$ cat config.mk
export PLATFORM = sky130hd
export DESIGN_NAME = uart_rx_maj
export DESIGN_NICKNAME = d
export VERILOG_FILES = /design/src/rtl/uart_rx_pkg.sv /design/src/rtl/uart_rx_tick.sv /design/src/rtl/uart_rx_frame.sv /design/src/rtl/uart_rx_fifo.sv /design/src/rtl/uart_rx_maj.sv
export SDC_FILE = /design/constraint.sdc
export NUM_CORES = 1
export LEC_CHECK = 0
export CAP_MARGIN = 0
export CORE_MARGIN = 4
export CORE_UTILIZATION = 30
export DETAILED_ROUTE_END_ITERATION = 8
export PLACE_DENSITY_LB_ADDON = 0.1
export REMOVE_ABC_BUFFERS = 1
export SLEW_MARGIN = 20
export SYNTH_ARGS = -nofsm -noshare
export SYNTH_HDL_FRONTEND = slang
export SYNTH_SLANG_ARGS = --single-unit
$ cat constraint.sdc
create_clock -name clk -period 2.3 [get_ports clk]
set_input_delay 0.46 -clock clk [delete_from_list [all_inputs] [get_ports clk]]
set_output_delay 0.46 -clock clk [all_outputs]
set_load 0.05 [all_outputs]
$ cat src/rtl/uart_rx_pkg.sv
package uart_rx_pkg;
   localparam int RX_MAX_BITS = 9;
   localparam int RX_IDX_W    = $clog2(RX_MAX_BITS);

   typedef enum logic [2:0] {ST_HUNT, ST_START, ST_DATA, ST_PARITY, ST_STOP} rx_state_e;

   typedef struct packed {
      logic [RX_MAX_BITS-1:0] data;
      logic                   fe;
      logic                   pe;
   } rx_entry_t;

   function automatic logic maj3(input logic a, input logic b, input logic c);
      return (a & b) | (a & c) | (b & c);
   endfunction

   // index of the last data bit for a length code
   function automatic logic [RX_IDX_W-1:0] last_bit_idx(input logic [2:0] code);
      return (code >= 3'd4) ? RX_IDX_W'(RX_MAX_BITS-1) : RX_IDX_W'(code) + RX_IDX_W'(4);
   endfunction
endpackage

$ cat src/rtl/uart_rx_tick.sv
module uart_rx_tick #(
   parameter int DIV_W = 12
) (
   input  logic             clk,
   input  logic             rst_n,
   input  logic [DIV_W-1:0] div,
   output logic             tick
);
   if (DIV_W < 1) begin : g_bad_width
      $error("uart_rx_tick: DIV_W must be positive");
   end

   logic [DIV_W-1:0] cnt_q;

   assign tick = (cnt_q == '0);

   always_ff @(posedge clk or negedge rst_n) begin
      if (!rst_n)    cnt_q <= '0;
      else if (tick) cnt_q <= div;
      else           cnt_q <= cnt_q - 1'b1;
   end
endmodule

$ cat src/rtl/uart_rx_frame.sv
module uart_rx_frame
   import uart_rx_pkg::*;
#(
   parameter int PH_W = 4
) (
   input  logic      clk,
   input  logic      rst_n,
   input  logic      tick,
   input  logic      rxd,
   input  logic      rx_en,
   input  logic      dbl,
   input  logic [2:0] len_code,
   input  logic [1:0] par_mode,
   input  logic      addr_filter,
   output logic      push,
   output rx_entry_t push_entry,
   output logic      push_addr,
   output logic      busy
);
   if (PH_W < 4) begin : g_bad_phase
      $error("uart_rx_frame: PH_W must hold 16 phases");
   end

   rx_state_e              state_q;
   logic [PH_W-1:0]        phase_q;
   logic [RX_IDX_W-1:0]    idx_q;
   logic [RX_MAX_BITS-1:0] sh_q;
   logic                   s0_q, s1_q, pe_q;

   logic [PH_W-1:0]     ph_last, ph_mid;
   logic [RX_IDX_W-1:0] last_idx;
   logic                vote, at_vote, at_wrap, stop_done;

   assign ph_last   = dbl ? PH_W'(7) : PH_W'(15);
   assign ph_mid    = dbl ? PH_W'(4) : PH_W'(8);
   assign last_idx  = last_bit_idx(len_code);
   assign vote      = maj3(s0_q, s1_q, rxd);
   assign at_vote   = tick && (state_q != ST_HUNT) && (phase_q == ph_mid + 1'b1);
   assign at_wrap   = tick && (state_q != ST_HUNT) && (phase_q == ph_last);
   assign stop_done = rx_en && at_vote && (state_q == ST_STOP);

   assign push_addr        = sh_q[last_idx];
   assign push             = stop_done && (!addr_filter || push_addr);
   assign push_entry.data  = sh_q;
   assign push_entry.fe    = !vote;
   assign push_entry.pe    = pe_q;
   assign busy             = (state_q != ST_HUNT);

   always_ff @(posedge clk or negedge rst_n) begin
      if (!rst_n) begin
         state_q <= ST_HUNT;
         phase_q <= '0;
         idx_q   <= '0;
         sh_q    <= '0;
         s0_q    <= 1'b1;
         s1_q    <= 1'b1;
         pe_q    <= 1'b0;
      end else if (!rx_en) begin
         state_q <= ST_HUNT;
      end else if (tick) begin
         if (state_q == ST_HUNT) begin
            if (!rxd) begin
               state_q <= ST_START;
               phase_q <= PH_W'(1);
               idx_q   <= '0;
               sh_q    <= '0;
               pe_q    <= 1'b0;
            end
         end else begin
            phase_q <= (phase_q == ph_last) ? '0 : phase_q + 1'b1;
            if (phase_q == ph_mid - 1'b1) s0_q <= rxd;
            if (phase_q == ph_mid)        s1_q <= rxd;
            if (at_vote) begin
               unique case (state_q)
                  ST_START:  if (vote) state_q <= ST_HUNT;
                  ST_DATA:   sh_q[idx_q] <= vote;
                  ST_PARITY: pe_q <= (^sh_q) ^ vote ^ par_mode[0];
                  default:   state_q <= ST_HUNT;
               endcase
            end else if (at_wrap) begin
               unique case (state_q)
                  ST_START:  state_q <= ST_DATA;
                  ST_DATA:   if (idx_q == last_idx) state_q <= par_mode[1] ? ST_PARITY : ST_STOP;
                             else idx_q <= idx_q + 1'b1;
                  ST_PARITY: state_q <= ST_STOP;
                  default:   state_q <= state_q;
               endcase
            end
         end
      end
   end
endmodule

$ cat src/rtl/uart_rx_fifo.sv
module uart_rx_fifo #(
   parameter int DEPTH = 2,
   parameter int W     = 11
) (
   input  logic         clk,
   input  logic         rst_n,
   input  logic         push,
   input  logic [W-1:0] wdata,
   input  logic         pop,
   output logic [W-1:0] rdata,
   output logic         rovr,
   output logic         valid,
   output logic         full
);
   localparam int AW = (DEPTH > 1) ? $clog2(DEPTH) : 1;

   if (DEPTH < 2 || (DEPTH & (DEPTH - 1)) != 0) begin : g_bad_depth
      $error("uart_rx_fifo: DEPTH must be a power of two, at least 2");
   end

   logic [W-1:0]  mem_q [DEPTH];
   logic          ovr_q [DEPTH];
   logic [AW-1:0] wp_q, rp_q, newest;
   logic [AW:0]   cnt_q;
   logic          push_ok, pop_ok, ovr_mark;

   assign valid    = (cnt_q != '0);
   assign full     = (cnt_q == (AW+1)'(DEPTH));
   assign pop_ok   = pop && valid;
   assign push_ok  = push && (!full || pop_ok);
   assign ovr_mark = push && full && !pop_ok;
   assign newest   = wp_q - 1'b1;
   assign rdata    = mem_q[rp_q];
   assign rovr     = ovr_q[rp_q];

   for (genvar i = 0; i < DEPTH; i++) begin : g_entry
      always_ff @(posedge clk or negedge rst_n) begin
         if (!rst_n) begin
            mem_q[i] <= '0;
            ovr_q[i] <= 1'b0;
         end else if (push_ok && wp_q == AW'(i)) begin
            mem_q[i] <= wdata;
            ovr_q[i] <= 1'b0;
         end else if (ovr_mark && newest == AW'(i)) begin
            ovr_q[i] <= 1'b1;
         end
      end
   end

   always_ff @(posedge clk or negedge rst_n) begin
      if (!rst_n) begin
         wp_q  <= '0;
         rp_q  <= '0;
         cnt_q <= '0;
      end else begin
         if (push_ok) wp_q <= wp_q + 1'b1;
         if (pop_ok)  rp_q <= rp_q + 1'b1;
         unique case ({push_ok, pop_ok})
            2'b10:   cnt_q <= cnt_q + 1'b1;
            2'b01:   cnt_q <= cnt_q - 1'b1;
            default: cnt_q <= cnt_q;
         endcase
      end
   end
endmodule

$ cat src/rtl/uart_rx_maj.sv
module uart_rx_maj
   import uart_rx_pkg::*;
#(
   parameter int DIV_W      = 12,
   parameter int FIFO_DEPTH = 2
) (
   input  logic             clk,
   input  logic             rst_n,
   input  logic             rxd,
   input  logic             rx_en,
   input  logic [DIV_W-1:0] baud_div,
   input  logic             dbl_speed,
   input  logic [2:0]       len_code,
   input  logic [1:0]       par_mode,
   input  logic             addr_filter,
   input  logic             rd_strobe,
   output logic             rx_valid,
   output logic [7:0]       rx_data,
   output logic             rx_bit8,
   output logic             err_frame,
   output logic             err_parity,
   output logic             err_overrun
);
   localparam int EW = $bits(rx_entry_t);

   logic      tick, push, push_addr, busy, fifo_full;
   rx_entry_t push_entry, head;
   logic [EW-1:0] head_raw;

   uart_rx_tick #(.DIV_W(DIV_W)) u_tick (
      .clk(clk), .rst_n(rst_n), .div(baud_div), .tick(tick)
   );

   uart_rx_frame u_frame (
      .clk(clk), .rst_n(rst_n), .tick(tick), .rxd(rxd), .rx_en(rx_en),
      .dbl(dbl_speed), .len_code(len_code), .par_mode(par_mode),
      .addr_filter(addr_filter), .push(push), .push_entry(push_entry),
      .push_addr(push_addr), .busy(busy)
   );

   uart_rx_fifo #(.DEPTH(FIFO_DEPTH), .W(EW)) u_fifo (
      .clk(clk), .rst_n(rst_n), .push(push), .wdata(push_entry),
      .pop(rd_strobe), .rdata(head_raw), .rovr(err_overrun),
      .valid(rx_valid), .full(fifo_full)
   );

   assign head       = rx_entry_t'(head_raw);
   assign rx_data    = head.data[7:0];
   assign rx_bit8    = head.data[RX_MAX_BITS-1];
   assign err_frame  = head.fe;
   assign err_parity = head.pe;
endmodule

# ---- Yosys cells after proc, flatten, opt, wreduce, memory -nomap -nowiden
# Cells that the tools add are included.
dict set report classes {
  addsub 11
  multipliers 0
  div 0
  n_lt_le_gt_ge 5
  n_eq_ne 22
  shift 0
  n_mux 48
  bitwise_logic 11
  n_reduce_logical 41
}
# cell count
set op_table {}
lappend op_table {{4-bit 2-to-1 mux} 12}
lappend op_table {{9-bit 2-to-1 mux} 4}
lappend op_table {{11-bit 2-to-1 mux} 3}
lappend op_table {{3-bit 2-to-1 mux} 9}
lappend op_table {{4-bit equality test} 5}
lappend op_table {{2-bit nonzero test} 8}
lappend op_table {{1-bit logical AND} 15}
lappend op_table {{7-bit AND reduction} 2}
lappend op_table {{1-bit 2-to-1 mux} 13}
lappend op_table {{4-bit by 1-bit adder with 4-bit output (second input constant)} 3}
lappend op_table {{12-bit logical NOT} 1}
lappend op_table {{12-bit 2-to-1 mux} 1}
lappend op_table {{12-bit by 1-bit subtractor with 12-bit output (second input constant)} 1}
lappend op_table {{4-bit by 5-bit less-than comparator with 1-bit output (second input constant)} 2}
lappend op_table {{5-bit AND reduction} 2}
lappend op_table {{9-bit bitwise mux} 1}
lappend op_table {{3-bit one-hot mux with 3 select lines} 1}
lappend op_table {{9-bit parity} 1}
lappend op_table {{4-bit AND reduction} 2}
lappend op_table {{3-bit by 2-bit equality test with 1-bit output (second input constant)} 2}
lappend op_table {{6-bit by 1-bit != test with 1-bit output (second input constant)} 1}
lappend op_table {{3-bit one-hot mux with 2 select lines} 1}
lappend op_table {{5-bit by 2-bit != test with 1-bit output (second input constant)} 1}
lappend op_table {{5-bit by 4-bit != test with 1-bit output (second input constant)} 1}
lappend op_table {{other kinds (32)} 46}
dict set report totals {
  ff_bits 63
  latchBits 0
  mem_bits_rw 0
  mem_bits_ro 0
  input_bits 24
  out_inout_bits 13
  word_cells 153
  memories 0
}

# ---- Longest topological paths before layout
dict set report logic_depth {
  depth_word 12
  depth_mapped 10
  depth_no_buf 8
}

# ---- Hierarchy
# A second synthesis with hierarchy kept.
dict set report hier_totals {
  hier_cells 353
  area_unflattened_um2 3653.5
}
# module instances cells_per_inst area_each_um2 seq_area_each_um2
set by_module_without_submodules {}
lappend by_module_without_submodules {uart_rx_frame 1 194 1714.1 578.1}
lappend by_module_without_submodules {uart_rx_fifo 1 87 1257.5 700.7}
lappend by_module_without_submodules {uart_rx_tick 1 72 681.9 300.3}

# ---- Worst setup path after synthesis
# OpenSTA, ideal clock, no wires.
dict set report synth_path {
  kind {register -> register}
  from {register u_tick.cnt_q[0]}
  to {register u_fifo.mem_q[11] (netlist name)}
  setup_time_ns 0.125
  arrival_time_ns 2.251
  required_ns 2.175
  slack_ns -0.076
  stages_incl_launch_ff 10
  n_path_buf 1
  period_less_slack_ns 2.376
  path_cell_list {dfrtp_1 > inv_1 > ha_1 > nor4b_1 > nand3_1 > nor3_2 > nand3_1 > nor2_1 > buf_2 > mux2_2}
}
dict set report synth_between {
  elab_chain_len 8
}
# element line
set synth_lines {}
lappend synth_lines {{start: declaration} uart_rx_tick.sv:13} ;# logic [DIV_W-1:0] cnt_q;
lappend synth_lines {{start signal: assignment} uart_rx_tick.sv:19} ;# else if (tick) cnt_q <= div;
lappend synth_lines {{start signal: assignment} uart_rx_tick.sv:20} ;# else cnt_q <= cnt_q - 1'b1;
lappend synth_lines {{12-bit logical NOT} uart_rx_tick.sv:15} ;# assign tick = (cnt_q == '0);
lappend synth_lines {{1-bit logical AND (2 in a row)} uart_rx_frame.sv:38} ;# assign at_vote = tick && (state_q != ST_HUNT) && (phase_q == ph_mid + 1'b1);
lappend synth_lines {{1-bit logical AND (2 in a row)} uart_rx_frame.sv:40} ;# assign stop_done = rx_en && at_vote && (state_q == ST_STOP);
lappend synth_lines {{1-bit logical AND} uart_rx_frame.sv:43} ;# assign push = stop_done && (!addr_filter || push_addr);
lappend synth_lines {{1-bit logical AND} uart_rx_fifo.sv:30} ;# assign push_ok = push && (!full || pop_ok);
lappend synth_lines {{1-bit logical AND} uart_rx_fifo.sv:41} ;# end else if (push_ok && wp_q == AW'(i)) begin
lappend synth_lines {{end signal: indexed assignment} uart_rx_fifo.sv:42} ;# mem_q[i] <= wdata;
lappend synth_lines {{end: declaration} uart_rx_fifo.sv:21} ;# logic [W-1:0] mem_q [DEPTH];
# Every way passes these cells.
# A chain may end at the register's enable or synchronous reset.

# ---- Worst setup path in the final report
dict set report layout_path {
  from {register u_tick.cnt_q[3]}
  to {register u_frame.sh_q[0]}
}
dict set report layout_between {
  elab_chain_len 5
}
# element line
set layout_lines {}
lappend layout_lines {{12-bit logical NOT *} uart_rx_tick.sv:15}
lappend layout_lines {{1-bit logical AND (2 in a row)} uart_rx_frame.sv:38}
lappend layout_lines {{2-bit nonzero test (no source line)} n/a}
lappend layout_lines {{5-bit AND reduction (no source line) *} n/a}
lappend layout_lines {{end signal: indexed assignment} uart_rx_frame.sv:76} ;# ST_DATA: sh_q[idx_q] <= vote;
lappend layout_lines {{end: declaration} uart_rx_frame.sv:27} ;# logic [RX_MAX_BITS-1:0] sh_q;
# Every way passes the cells marked *; elsewhere a longest branch is shown, timed or not.

==> metrics.yaml <==
die_w_um: 118
endpoint_kind: "flip-flop"
die-area_um2: 14000
drtIter0Drc: 146
gp_congestion: 0.773
htreeDepth: 3
slowest_delay_ns: 0.57
rsz0062_at_grt: "true"
dp_hpwl_um: 6750
fin_crit_sh: 1.03
clock-sinks: 63
synth_edf_count: 0
cts.root.buffer_cell: "clkbuf_16"
cellPowerDensity_nw_per_um2: 628
drv_cap: 0
synth-main-ff-cell: "dfrtp_1"
crit_fanout: 5
track_usage: 0.139
drc: 0
clk_pin_slew_worst_paths_ns: 0.05
slew_viol_final: 0
initial_core_util: 0.306
cpMaxStageDelayCell: "or4_4"
finalHoldViolations: 0
hold_path_class: "in2async"
clockBufferDepth: 2
drive_gt1_frac: 0.349
critPathKind: "reg2reg"
area_growth_pct: 40.2
yosysWarningCount: 0
pre_cts_ws_ns: -0.403
postRouteAntennaNets: 0
postSynthAreaPerCell_um2: 9.86
worst_slew_pin_slew_ns: 0.553
critPathBufInv: 1
vias: 3106
setup_viol: 5
cp_top_family: "simple AND/OR/NAND/NOR gates"
power.leakage_nw: 2.34
fmax_mhz: 423
cp.required_ns: 2.52
grt_pass1_vias: 3170
setup_slack_ns: -0.0626
coreArea_um2: 12000
cp_cell_sequence: "or4_4 -> or4_4 -> nor3_4 -> buf_6 -> o2111ai_4 -> o21ai_1 -> o21ai_1"
status: "finished with violations"
seq_area_frac_synth: 0.431
relSlewSlack: 0.630
total_power_w: 0.00322
diodes: 0
ir_worst_vdd_uv: 545
ys_seq_elements: 63
grt_start_max_net_pins: 64
synthCells: 371
worstSetupStartpointType: "flip-flop"
vias_per_cell: 4.94
postSynth.asyncResetShare: 1.00
numCtsBuffers: 9
layout_min_cycle_time_ns: 2.36
postCtsHoldBufs: 0
antenna_found_initial: 0
drt-pass1-iter-count: 4
cts_tree: "built"
cp.arrival_ns: 2.58
grt_pass1_wl_um: 15800
drt-total-wl_um: 9840
violations: "setup timing"
grt_overflow: 0
netlist_area_um2: 3660
numPortBuffers: 36
fin_skew_ns: 0.00531
wl_per_cell_um: 15.6
finalNetCount: 509
clock_latency_ns: 0.33
synthDistinctLibCells: 65
fp.dieH_um: 118
placementRows: 40
io_pins: 37
-- flip-flops by register name, indices dropped and copies added (netlist names) --
signal and cells:
u_frame.state_q 3, u_frame.idx_q 4, u_fifo.cnt_q 2, u_fifo.mem_q 22
u_fifo.rp_q 1, u_frame.s0_q 1, u_fifo.ovr_q 2, u_tick.cnt_q 12
u_frame.s1_q 1, u_frame.sh_q 9, u_fifo.wp_q 1, u_frame.phase_q 4
u_frame.pe_q 1
-- placed cells by master, fill, tap and decap left out, drive strengths merged, types with 3 or more instances in the layout --
master          n
nor3            9
clkdlybuf4s50  21
clkbuf         11
nor2           32
nand3          15
or4             3
o21ai          30
ha              8
nand2          31
buf            83
a21oi          22
clkinvlp        3
nand4           3
inv            19
and3            7
mux2           36
xnor2          16
clkinv          3
a31oi           4
dfrtp          61
xor2            7
nor4            5
-- path summary, 6_finish.rpt --
path	startpoint	endpoint	slack [ns]	cells past startpoint
max	u_tick.cnt_q[3]$_DFF_PN0_	u_frame.sh_q[0]$_DFFE_PN0P_	-0.06	7
min in group clk	u_fifo.mem_q[1]$_DFFE_PN0P_	u_fifo.mem_q[1]$_DFFE_PN0P_	0.49	2
min	rst_n	u_fifo.mem_q[2]$_DFFE_PN0P_	0.15	2
min reg2reg	u_fifo.mem_q[1]$_DFFE_PN0P_	u_fifo.mem_q[1]$_DFFE_PN0P_	0.49	2
max in group asynchronous	rst_n	u_frame.s1_q$_DFFE_PN1P_	1.83	2
max reg2reg	u_tick.cnt_q[3]$_DFF_PN0_	u_frame.sh_q[0]$_DFFE_PN0P_	-0.06	7
-- kinds of logic (layout without fill, tap and decap cells) --
group,Yosys count,after routing,synth area share
and+or+nand+nor,128,128,0.196
AOI/OAI and AO/OA,78,79,0.138
DFF,63,63,0.431
muxes,38,38,0.116
buffers and inverters,32,142,0.0338
xor gates and xnor gates,23,23,0.0550
adders and majority gates,9,9,0.0301
-- cells in the mapped netlist (2+ instances only) --
cell type,number,area (um^2)
nand4_1,3,18.8
o21ai_1,15,75.1
or4_4,2,22.5
nand2b_1,2,12.5
nand3_1,15,75.1
ha_1,8,100
o311ai_0,2,17.5
o31ai_1,2,15.0
a22oi_1,2,15.0
buf_2,2,10.0
nor3_1,6,30.0
o21ai_0,15,75.1
a31oi_1,4,25.0
nand4b_1,2,17.5
nor4_1,4,25.0
or2_2,2,12.5
clkbuf_1,9,33.8
a21oi_1,22,110
xnor2_1,16,140
dfstp_2,2,52.6
mux2i_1,2,20.0
mux2_2,35,394
nor2b_1,2,12.5
a21o_1,2,15.0
nand2_1,31,116
xor2_1,7,61.3
nor3_4,2,32.5
nor2_1,32,120
dfrtp_1,61,1530
and3_1,7,43.8
inv_1,19,71.3
and4_1,2,17.5
nor4b_1,2,17.5
-- final cells by class --
cell class	instances	area, um^2
fillers	1211	6830
multi-input cells	277	2100
flip-flops and latches	63	1580
repair buffers	107	933
clock buffers	10	229
well taps	147	184
inverters	19	71.3
clock inverters	6	37.5
-- layer usage --
| layer | global-route usage | wire length (um) | vias up |
|---|---|---|---|
| met1 | 0.176 | 4340 | 1460 |
| met3 | 0.0321 | 382 | 13 |
| met5 | 0 | 0 | - |
| li1 | - | - | 1562 |
| met4 | 0.0550 | 192 | 0 |
| met2 | 0.229 | 4920 | 71 |
-- per-stage QoR --
| stage | TNS [ns] | hold WS [ns] | utilization | cells | instance area (um^2) |
|---|---|---|---|---|---|
| after global placement | -8.83 | 0.473 | 0.386 | 602 | 4610 |
| after floorplan | -13.42 | 0.164 | - | 358 | 3610 |
| after global routing | -2.08 | 0.168 | 0.429 | 629 | 5130 |
| after CTS | -0.509 | 0.154 | 0.409 | 619 | 4890 |
| final | -0.249 | 0.146 | 0.429 | 629 | 5130 |
| after detailed placement | -9.70 | 0.482 | 0.386 | 602 | 4610 |
-- timing repair --
item | in CTS | in global routing
resized for setup | 3 | 39
endpoints found under the setup margin | 39 | 46
cloned | 0 | 3
setup buffers | 1 | 8
pin swaps | 3 | 18
-- power by group --
group          internal [W]  switching (W)  total, W
sequential          0.00121      0.0000941   0.00130
clock              0.000722       0.000499   0.00122
combinational      0.000400       0.000296  0.000696
Note: power is estimated with default switching activity, not from simulation.
